$ cat config.mk
export PLATFORM = sky130hd
export DESIGN_NAME = harq_tx_top
export DESIGN_NICKNAME = d
export VERILOG_FILES = /design/src/rtl/harq_pkg.sv /design/src/rtl/harq_crc8.sv /design/src/rtl/harq_parity.sv /design/src/rtl/harq_fb_timer.sv /design/src/rtl/harq_retry.sv /design/src/rtl/harq_tx_top.sv
export SDC_FILE = /design/constraint.sdc
export NUM_CORES = 1
export LEC_CHECK = 0
export ABC_AREA = 1
export BUFFER_PORTS_ARGS = -buffer_cell sky130_fd_sc_hd__buf_4
export CAP_MARGIN = 20
export CORE_UTILIZATION = 50
export DETAILED_ROUTE_END_ITERATION = 12
export PLACE_DENSITY_LB_ADDON = 0.25
export SETUP_SLACK_MARGIN = 0.4
export SLEW_MARGIN = 20
export SYNTH_ARGS = -nofsm -noshare
export SYNTH_HDL_FRONTEND = slang
export SYNTH_SLANG_ARGS = --single-unit
$ cat constraint.sdc
create_clock -name clk -period 3.4 [get_ports clk]
set_input_delay 0 -clock clk [delete_from_list [all_inputs] [get_ports clk]]
set_output_delay 0 -clock clk [all_outputs]
set_load 0.005 [all_outputs]
$ cat src/rtl/harq_pkg.sv
package harq_pkg;

    typedef enum logic [2:0] {
        IDLE        = 3'd0,
        SEND_DATA   = 3'd1,
        WAIT_FB     = 3'd2,
        SEND_PARITY = 3'd3,
        WAIT_FB2    = 3'd4
    } harq_state_t;

endpackage

$ cat src/rtl/harq_crc8.sv
module harq_crc8 #(
    parameter int          DATA_W = 16,
    parameter int          CRC_W  = 8,
    parameter logic [7:0]  POLY   = 8'h07
) (
    input  logic [DATA_W-1:0] data_in,
    output logic [CRC_W-1:0]  crc_out
);
    always_comb begin
        logic [CRC_W-1:0] c;
        logic             fb;
        c = '0;
        for (int i = DATA_W - 1; i >= 0; i--) begin
            fb = c[CRC_W-1] ^ data_in[i];
            c  = {c[CRC_W-2:0], 1'b0};
            if (fb) c = c ^ POLY[CRC_W-1:0];
        end
        crc_out = c;
    end
endmodule

$ cat src/rtl/harq_parity.sv
module harq_parity #(
    parameter int DATA_W = 16,
    parameter int ROT_A  = 1,
    parameter int ROT_B  = 3
) (
    input  logic [DATA_W-1:0] data_in,
    output logic [DATA_W-1:0] par_out
);
    logic [DATA_W-1:0] rot_a, rot_b;

    assign rot_a   = (data_in << ROT_A) | (data_in >> (DATA_W - ROT_A));
    assign rot_b   = (data_in << ROT_B) | (data_in >> (DATA_W - ROT_B));
    assign par_out = data_in ^ rot_a ^ rot_b;
endmodule

$ cat src/rtl/harq_fb_timer.sv
module harq_fb_timer #(
    parameter int TMR_W = 16
) (
    input  logic             clk,
    input  logic             rst_n,
    input  logic             run,
    input  logic [TMR_W-1:0] limit,
    output logic             expire
);
    logic [TMR_W-1:0] cnt;

    always_ff @(posedge clk) begin
        if (!rst_n || !run) cnt <= '0;
        else if (!expire)   cnt <= cnt + 1'b1;
    end

    assign expire = run && (({1'b0, cnt} + 1'b1) >= {1'b0, limit});
endmodule

$ cat src/rtl/harq_retry.sv
module harq_retry #(
    parameter int MAX_RETX = 8,
    localparam int CNT_W   = $clog2(MAX_RETX + 1)
) (
    input  logic clk,
    input  logic rst_n,
    input  logic clr,
    input  logic inc,
    output logic at_max
);
    logic [CNT_W-1:0] cnt;

    always_ff @(posedge clk) begin
        if (!rst_n || clr) cnt <= '0;
        else if (inc)      cnt <= cnt + 1'b1;
    end

    assign at_max = (cnt == CNT_W'(MAX_RETX));
endmodule

$ cat src/rtl/harq_tx_top.sv
module harq_tx_top
    import harq_pkg::*;
#(
    parameter int         MSG_W    = 16,
    parameter int         CRC_W    = 8,
    parameter logic [7:0] CRC_POLY = 8'h07,
    parameter int         ROT_A    = 1,
    parameter int         ROT_B    = 3,
    parameter int         MAX_RETX = 8,
    parameter int         TMR_W    = 16,
    localparam int        FRAME_W  = MSG_W + CRC_W
) (
    input  logic               clk,
    input  logic               rst_n,
    input  logic               msg_valid,
    input  logic [MSG_W-1:0]   msg_data,
    output logic               msg_ready,
    input  logic               ack,
    input  logic               nak,
    input  logic [TMR_W-1:0]   fb_timeout,
    output logic               tx_valid,
    output logic [FRAME_W-1:0] tx_frame,
    output logic               tx_is_parity,
    output logic               fail
);
    harq_state_t       state, state_nx;
    logic [MSG_W-1:0]  data_q, par_q, par_d;
    logic [CRC_W-1:0]  crc_data, crc_par;
    logic              fail_q;
    logic              waiting, expire, at_max, retry_ev, accept;

    harq_parity #(.DATA_W(MSG_W), .ROT_A(ROT_A), .ROT_B(ROT_B)) u_par (
        .data_in(msg_data), .par_out(par_d)
    );
    harq_crc8 #(.DATA_W(MSG_W), .CRC_W(CRC_W), .POLY(CRC_POLY)) u_crc_d (
        .data_in(data_q), .crc_out(crc_data)
    );
    harq_crc8 #(.DATA_W(MSG_W), .CRC_W(CRC_W), .POLY(CRC_POLY)) u_crc_p (
        .data_in(par_q), .crc_out(crc_par)
    );

    assign waiting  = (state == WAIT_FB) || (state == WAIT_FB2);
    assign accept   = (state == IDLE) && msg_valid;
    assign retry_ev = waiting && !ack && (nak || expire);

    harq_fb_timer #(.TMR_W(TMR_W)) u_tmr (
        .clk(clk), .rst_n(rst_n), .run(waiting), .limit(fb_timeout), .expire(expire)
    );
    harq_retry #(.MAX_RETX(MAX_RETX)) u_retry (
        .clk(clk), .rst_n(rst_n), .clr(accept), .inc(retry_ev && !at_max), .at_max(at_max)
    );

    always_comb begin
        state_nx = state;
        unique case (state)
            IDLE:        if (msg_valid) state_nx = SEND_DATA;
            SEND_DATA:   state_nx = WAIT_FB;
            SEND_PARITY: state_nx = WAIT_FB2;
            WAIT_FB: begin
                if (ack)           state_nx = IDLE;
                else if (retry_ev) state_nx = at_max ? IDLE : SEND_PARITY;
            end
            WAIT_FB2: begin
                if (ack)           state_nx = IDLE;
                else if (retry_ev) state_nx = at_max ? IDLE : SEND_DATA;
            end
            default:     state_nx = IDLE;
        endcase
    end

    always_ff @(posedge clk) begin
        if (!rst_n) begin
            state  <= IDLE;
            fail_q <= 1'b0;
            data_q <= '0;
            par_q  <= '0;
        end else begin
            state  <= state_nx;
            fail_q <= retry_ev && at_max;
            if (accept) begin
                data_q <= msg_data;
                par_q  <= par_d;
            end
        end
    end

    always_comb begin
        msg_ready    = 1'b0;
        tx_valid     = 1'b0;
        tx_is_parity = 1'b0;
        tx_frame     = '0;
        unique case (state)
            IDLE:        msg_ready = 1'b1;
            SEND_DATA: begin
                tx_valid = 1'b1;
                tx_frame = {data_q, crc_data};
            end
            SEND_PARITY: begin
                tx_valid     = 1'b1;
                tx_is_parity = 1'b1;
                tx_frame     = {par_q, crc_par};
            end
            WAIT_FB, WAIT_FB2: ;
            default: ;
        endcase
        fail = fail_q;
    end
endmodule

==> impl_metrics.yaml, run 1 <==
cts:
  cts.clk_slew.worst_paths_ns: 0.10
  cts_tree: "done"
  clock_path_buffers: 2
  htree_levels: 2
  cts_sinks: 56
  insertion_delay_ns: 0.32
  cts_root_buf: "clkbuf_8"
  tritoncts.num_buffers: 5
sta:
  fin_skew_ns: 0.00557
  hold_violations: 0
  fin_crit_sh_pct: 84.6
  finalMaxSlewViolations: 0
  period_needed_ns: 2.88
  setup_tns_ns: 0
  setup-violations-final: 0
  holdWs_ns: 0.00353
  tightestPinTransition_ns: 0.869
  max_freq_ghz: 0.347
  grt_setup_unrepaired: "false"
  relSlewSlack_pct: 42.0
power_and_ir_drop:
  power.total_mw: 3.38
  power.density_nw_per_um2: 653
  power_leakage_nw: 2.42
  peakVddDrop_mv: 0.389
floorplan:
  ios: 65
  rows: 33
  die_h_um: 95.2
  die_w_um: 95.2
  core-area_sq_um: 8300
  dieArea_sq_um: 9060
  start_util_pct: 52.3
setup_path:
  critical_path.top_delay_family: "simple AND/OR/NAND/NOR gates"
  crit_fanout: 15
  cp-end-kind: "register"
  critPathKind: "register to register"
  worstPathCellList: "ha_2 > nand2_2 > nor2_4 > nand2_4 > nor3_4 > nand3_2 > xor2_1 > ha_1 > nand2_1 > nand2_1 > a21oi_2 > o21ai_1 > nor2_2 > nand2_4 > nand2_8 > clkinv_8 > o21ai_1 > a21oi_2"
  crit_required_ns: 3.62
  start_kind: "register"
  arrival_ns: 3.10
  crit_buf_inv: 1
  cp_slowest_cell: "dfxtp_4"
  slowest_delay_ns: 0.38
detailed_routing:
  firstDrtPassIters: 4
  vias: 4180
  routed_via_density: 5.21
  drt-total-wl_um: 10800
  drt_iter0_drc: 155
  ant_nets: 0
  wire_per_inst_um: 13.4
  drc: 0
grt:
  grt-ovfl-total: 0
  grt_use_total_pct: 24.6
  grt_start_max_net_pins: 36
  antenna_found_initial: 0
  grt_pass1_vias: 3920
  grt_pass1_wl_um: 17500
yosys:
  syn_nets: 687
  synth_cells: 631
  ys_async_sr_fraction_pct: 0
  synth_cell_type_count: 37
  yosys-top-cells-count: "136 x nand2_1, 84 x inv_1, 58 x o21ai_0"
  synth-seq-cells: 56
  syn-cell-area_sq_um: 4340
  synthMostInstantiatedCell: "nand2_1"
  yosysWarningCount: 0
  synth.area.top_cells: "dfxtp_1 26%, nand2_1 12%, xnor2_1 8.3%, xor2_1 7.7%, inv_1 7.3%"
  ys.flop_type: "dfxtp_1"
  synth_edf_count: 0
  synth_top_area_cell: "dfxtp_1"
  synth-seq-area-share_pct: 25.8
  syn_avg_cell_area_sq_um: 6.88
  yosys.area.top_type_share_pct: 25.8
place:
  hpwl_um: 8430
  placed_cells: 786
  io_buffer_count: 64
  gp_congestion: 0.882
finish:
  antenna_cells: 0
  register_area_sq_um: 1130
  nets: 752
  fillCellCount: 768
  final_cells: 802
  fin_util_pct: 62.4
  drive_above_1_share_pct: 20.8
  area_delta_synth_final_pct: 19.3
  multiInputGateArea_sq_um: 2920
flow_run:
  cap_viol_max_count: 0
worst_hold_path:
  hold_path.class: "input pin to register"
outcome:
  outcome: "completed"
-- power by group --
group / internal, mW / leakage, nW / total, mW / switching [mW]
sequential: 0.773 / 0.461 / 0.910 / 0.138
clock: 0.167 / 0.0516 / 0.400 / 0.232
combinational: 0.798 / 1.91 / 2.07 / 1.27
total: 1.74 / 2.42 / 3.38 / 1.64
-- worst min-delay path: cells and delay by family --
| family | cells | cell delay (ns) |
|---|---|---|
| buf+inv | 1 | 0.12 |
| compound gates | 1 | 0.10 |
| xor+xnor | 1 | 0.07 |
-- cells in the final DEF, fill, tap and decap left out, types with 2 or more instances in the layout --
cell type / count
dfxtp_1: 53
nand3b_1: 2
inv_2: 4
a21oi_1: 44
ha_1: 17
nor2_4: 6
nor2_1: 29
o21ai_0: 55
inv_1: 84
nor2_2: 16
clkbuf_8: 6
o21ai_1: 5
buf_4: 68
nand3_2: 5
nand2_8: 2
nand3_1: 33
nor3_2: 2
a21oi_2: 8
xnor2_2: 5
nand4_1: 3
xnor2_1: 40
xor2_1: 37
dlygate4sd3_1: 4
nand2_1: 132
nand2_4: 3
nand2_2: 7
o22ai_1: 8
dfxtp_2: 2
-- metal layers --
| metal | GRT usage (%) | vias up | wire length (um) |
|---|---|---|---|
| li1 | - | 2145 | - |
| met4 | 9.72 | 0 | 238 |
| met5 | 0 | - | 0 |
| met1 | 31.6 | 1914 | 4740 |
| met2 | 41.8 | 101 | 5260 |
| met3 | 2.87 | 20 | 540 |
-- kinds of logic after synthesis --
family	share of synthesized area (%)
buffers and inverters	9.76
xor gates and xnor gates	17.8
AOI/OAI and AO/OA	15.1
DFF	25.8
and+or+nand+nor	26.0
adders and majority gates	5.47
-- final timing paths --
kind                startpoint       endpoint  slack (ns)  cells after the start
setup / recovery  u_tmr.cnt[0]  u_tmr.cnt[14]        0.52                     18
hold / removal     msg_data[4]       par_q[4]       0.004                      3
setup reg to reg  u_tmr.cnt[0]  u_tmr.cnt[14]        0.52                     18
hold reg to reg      data_q[0]      data_q[0]        0.49                      2
-- registers in the layout, indices dropped and copies added (netlist names) --
signal / flops
data_q: 16
fail: 1
par_q: 16
state: 3
u_retry.cnt: 4
u_tmr.cnt: 16
-- area by class of cell --
class,count,share of cell area (%)
Multi-Input combinational cell,471,56.3
Sequential cell,56,21.8
Clock inverter,2,0.266
Timing Repair Buffer,73,10.8
Tap cell,105,2.54
Clock buffer,6,1.59
Inverter,89,6.69
-- what timing repair did --
action | CTS | global route
hold buffers | 4 | 0
resized for setup | 0 | 35
endpoints found under the setup margin | 0 | 24
setup buffers | 0 | 4
hold endpoints to repair | 6 | 0
-- metrics by stage --
step | setup slack [ns] | cell area, sq um
2_1_floorplan | 0.845 | 4340
3_3_place_gp | 0.653 | 4880
3_5_place_dp | 0.523 | 4880
4_1_cts | 0.498 | 5010
5_1_grt | 0.304 | 5180
6_report | 0.522 | 5180
Note: power is estimated with default switching activity, not from simulation.
==> run 2, diff against run 1 <==
ABC_AREA = 0   (was 1)
clock period = 2.75 ns   (was 3.4 ns; I/O delays follow)
==> run 2 against run 1 <==
Net effect:
- sequential share of layout area decreased by 0.86 points
- cell count fell by 9.0%
- the flow now finishes with violations (negative setup slack)
- first-iteration DRC count is 17% higher
==> impl_metrics.yaml, run 2 <==
outcome:
  outcome: "finished, violations left"
  violations: "negative setup slack"
setup_path:
  critPathKind: "register to register"
  crit_required_ns: 2.99
  slowest_delay_ns: 0.38
  worstPathCellList: "ha_4 > and3_4 > nand3_4 > or3_4 > xnor2_2 > ha_1 > a21oi_2 > o221ai_2 > a211oi_2 > o211ai_1 > buf_6 > or3_1 > a21oi_1"
  cp_slowest_cell: "dfxtp_4"
  crit_fanout: 16
  start_kind: "register"
  critical_path.top_delay_family: "simple AND/OR/NAND/NOR gates"
  cp-end-kind: "register"
  arrival_ns: 3.47
  crit_buf_inv: 1
detailed_routing:
  drt-total-wl_um: 10600
  routed_via_density: 5.26
  firstDrtPassIters: 5
  drt_iter0_drc: 182
  vias: 3839
  ant_nets: 0
  drc: 0
  wire_per_inst_um: 14.6
yosys:
  ys.flop_type: "dfxtp_1"
  synth_edf_count: 0
  yosys.area.top_type_share_pct: 27.4
  syn-cell-area_sq_um: 4090
  yosys.area_share.simple_pct: 18.8
  synth-seq-area-share_pct: 27.4
  synth_top_family_by_area: "XOR/XNOR gates"
  synthMostInstantiatedCell: "xnor2_1"
  syn_avg_cell_area_sq_um: 7.83
  synth_top_area_cell: "dfxtp_1"
  syn_nets: 578
  synthXorXnorAreaFrac_pct: 24.4
  yosys-top-cells-count: "96 x xnor2_1, 87 x nand2_1, 56 x dfxtp_1"
  ys_async_sr_fraction_pct: 0
  yosysWarningCount: 0
  synth_compound_area_share_pct: 12.7
  synth-adder-area-share_pct: 5.81
  synth.area.top_cells: "dfxtp_1 27%, xnor2_1 21%, nand2_1 8.0%, a21oi_1 6.1%, ha_1 5.8%"
  synth-seq-cells: 56
  synth_cell_type_count: 42
  synth_mux_area_share_pct: 5.63
  synth_cells: 522
floorplan:
  core-area_sq_um: 7810
  dieArea_sq_um: 8540
  die_h_um: 92.4
  die_w_um: 92.4
  ios: 65
  rows: 32
  start_util_pct: 52.4
sta:
  period_needed_ns: 3.23
  relSlewSlack_pct: 45.9
  holdWs_ns: 0.0560
  tightestPinTransition_ns: 0.805
  fin_skew_ns: 0.0126
  fin_crit_sh_pct: 117
  setup-violations-final: 24
  grt_setup_unrepaired: "true"
  hold_violations: 0
  max_freq_ghz: 0.310
  fin_ws_ns: -0.476
  finalMaxSlewViolations: 0
cts:
  cts_tree: "done"
  tritoncts.num_buffers: 5
  cts_sinks: 56
  cts.clk_slew.worst_paths_ns: 0.11
  clock_path_buffers: 2
  insertion_delay_ns: 0.32
  cts_root_buf: "clkbuf_8"
  htree_levels: 2
grt:
  grt_use_total_pct: 24.7
  grt-ovfl-total: 0
  antenna_found_initial: 0
  grt_pass1_wl_um: 16900
  grt_start_max_net_pins: 37
  grt_pass1_vias: 3640
finish:
  drive_above_1_share_pct: 25.0
  largestRegisters: "data_q: 16 flops, par_q: 16 flops, u_tmr.cnt: 16 flops"
  antenna_cells: 0
  mostFrequentLayoutCell: "buf_4"
  mostFrequentLayoutCells: "101 x buf_4, 93 x xnor2_1, 87 x nand2_1, 52 x dfxtp_1, 43 x a21oi_1"
  nets: 683
  fillCellCount: 660
  area_delta_synth_final_pct: 32.1
  fin_area_sq_um: 5400
power_and_ir_drop:
  power_leakage_nw: 2.21
  peakVddDrop_mv: 0.321
  power.density_nw_per_um2: 448
flow_run:
  cap_viol_max_count: 0
place:
  hpwl_um: 7800
  io_buffer_count: 64
  gp_congestion: 0.847
  placed_area_sq_um: 4960
worst_hold_path:
  hold_path.class: "input pin to register"
run 2: cell count changes after synthesis, sizes merged, moves of 8 or more:
cell and delta:
o21ai -51, a211oi +8, clkbuf +12, o22ai -8
nand3 -27, xor2 -21, mux2i +23, or3 +11
xnor2 +51, inv -62, nand2 -56, nor2 -15
run 2: worst min-delay path, stage by stage:
cell and delay (ns):
buf_4 0.10, o211ai_1 0.11, mux2i_1 0.12
run 2: cells by family after synthesis:
family / after synthesis
buf+inv: 52
mux: 23
simple gates: 171
flops: 56
fa+ha+maj: 19
compound gates: 87
xor+xnor: 114
run 2: routing by layer:
metal / track usage, % / vias to the layer above / routed length (um)
met5: 0 / - / 0
li1: - / 1940 / -
met3: 2.87 / 13 / 654
met2: 40.8 / 100 / 5170
met4: 5.73 / 0 / 137
met1: 34.3 / 1786 / 4690
run 2: final timing paths:
path                        from              to  slack (ns)  cells after the start
setup / recovery    u_tmr.cnt[0]   u_tmr.cnt[14]       -0.48                     13
hold / removal               nak  u_retry.cnt[2]        0.06                      3
setup reg to reg    u_tmr.cnt[0]   u_tmr.cnt[14]       -0.48                     13
hold reg to reg   u_retry.cnt[3]  u_retry.cnt[3]        0.49                      2
run 2: power breakdown:
part / leakage, nW / internal, mW / switching (mW)
registers: 0.458 / 0.862 / 0.0805
clock network: 0.0452 / 0.187 / 0.298
logic: 1.71 / 0.504 / 0.489
total: 2.21 / 1.55 / 0.868
run 2: repair_timing:
item,CTS,global route
buffers inserted,2,2
cloned,0,1
hold buffers,17,0
endpoints found under the setup margin,24,26
gates resized for setup,4,21
pin swaps,1,5
endpoints found under the hold margin,17,0
run 2: stage by stage:
stage	std cells	TNS [ns]	setup slack (ns)	util [%]	power, mW
after floorplan	522	-1.89	-0.190	-	1.65
after CTS	727	-5.26	-0.294	67.3	2.40
after global placement	700	-3.08	-0.190	63.5	1.89
final	730	-7.83	-0.476	69.2	2.42
after global routing	730	-11.15	-0.586	69.2	2.57
after detailed placement	700	-6.53	-0.370	63.5	1.91
run 2: cell type report:
| class | instances | area [sq um] | share of cell area, % |
|---|---|---|---|
| clock buffers | 5 | 68.8 | 1.27 |
| flip-flops and latches | 56 | 1130 | 20.9 |
| multi-input cells | 414 | 2940 | 54.5 |
| inverters | 27 | 101 | 1.88 |
| well taps | 102 | 128 | 2.36 |
| clock inverters | 3 | 25.0 | 0.463 |
| repair buffers | 123 | 1010 | 18.6 |
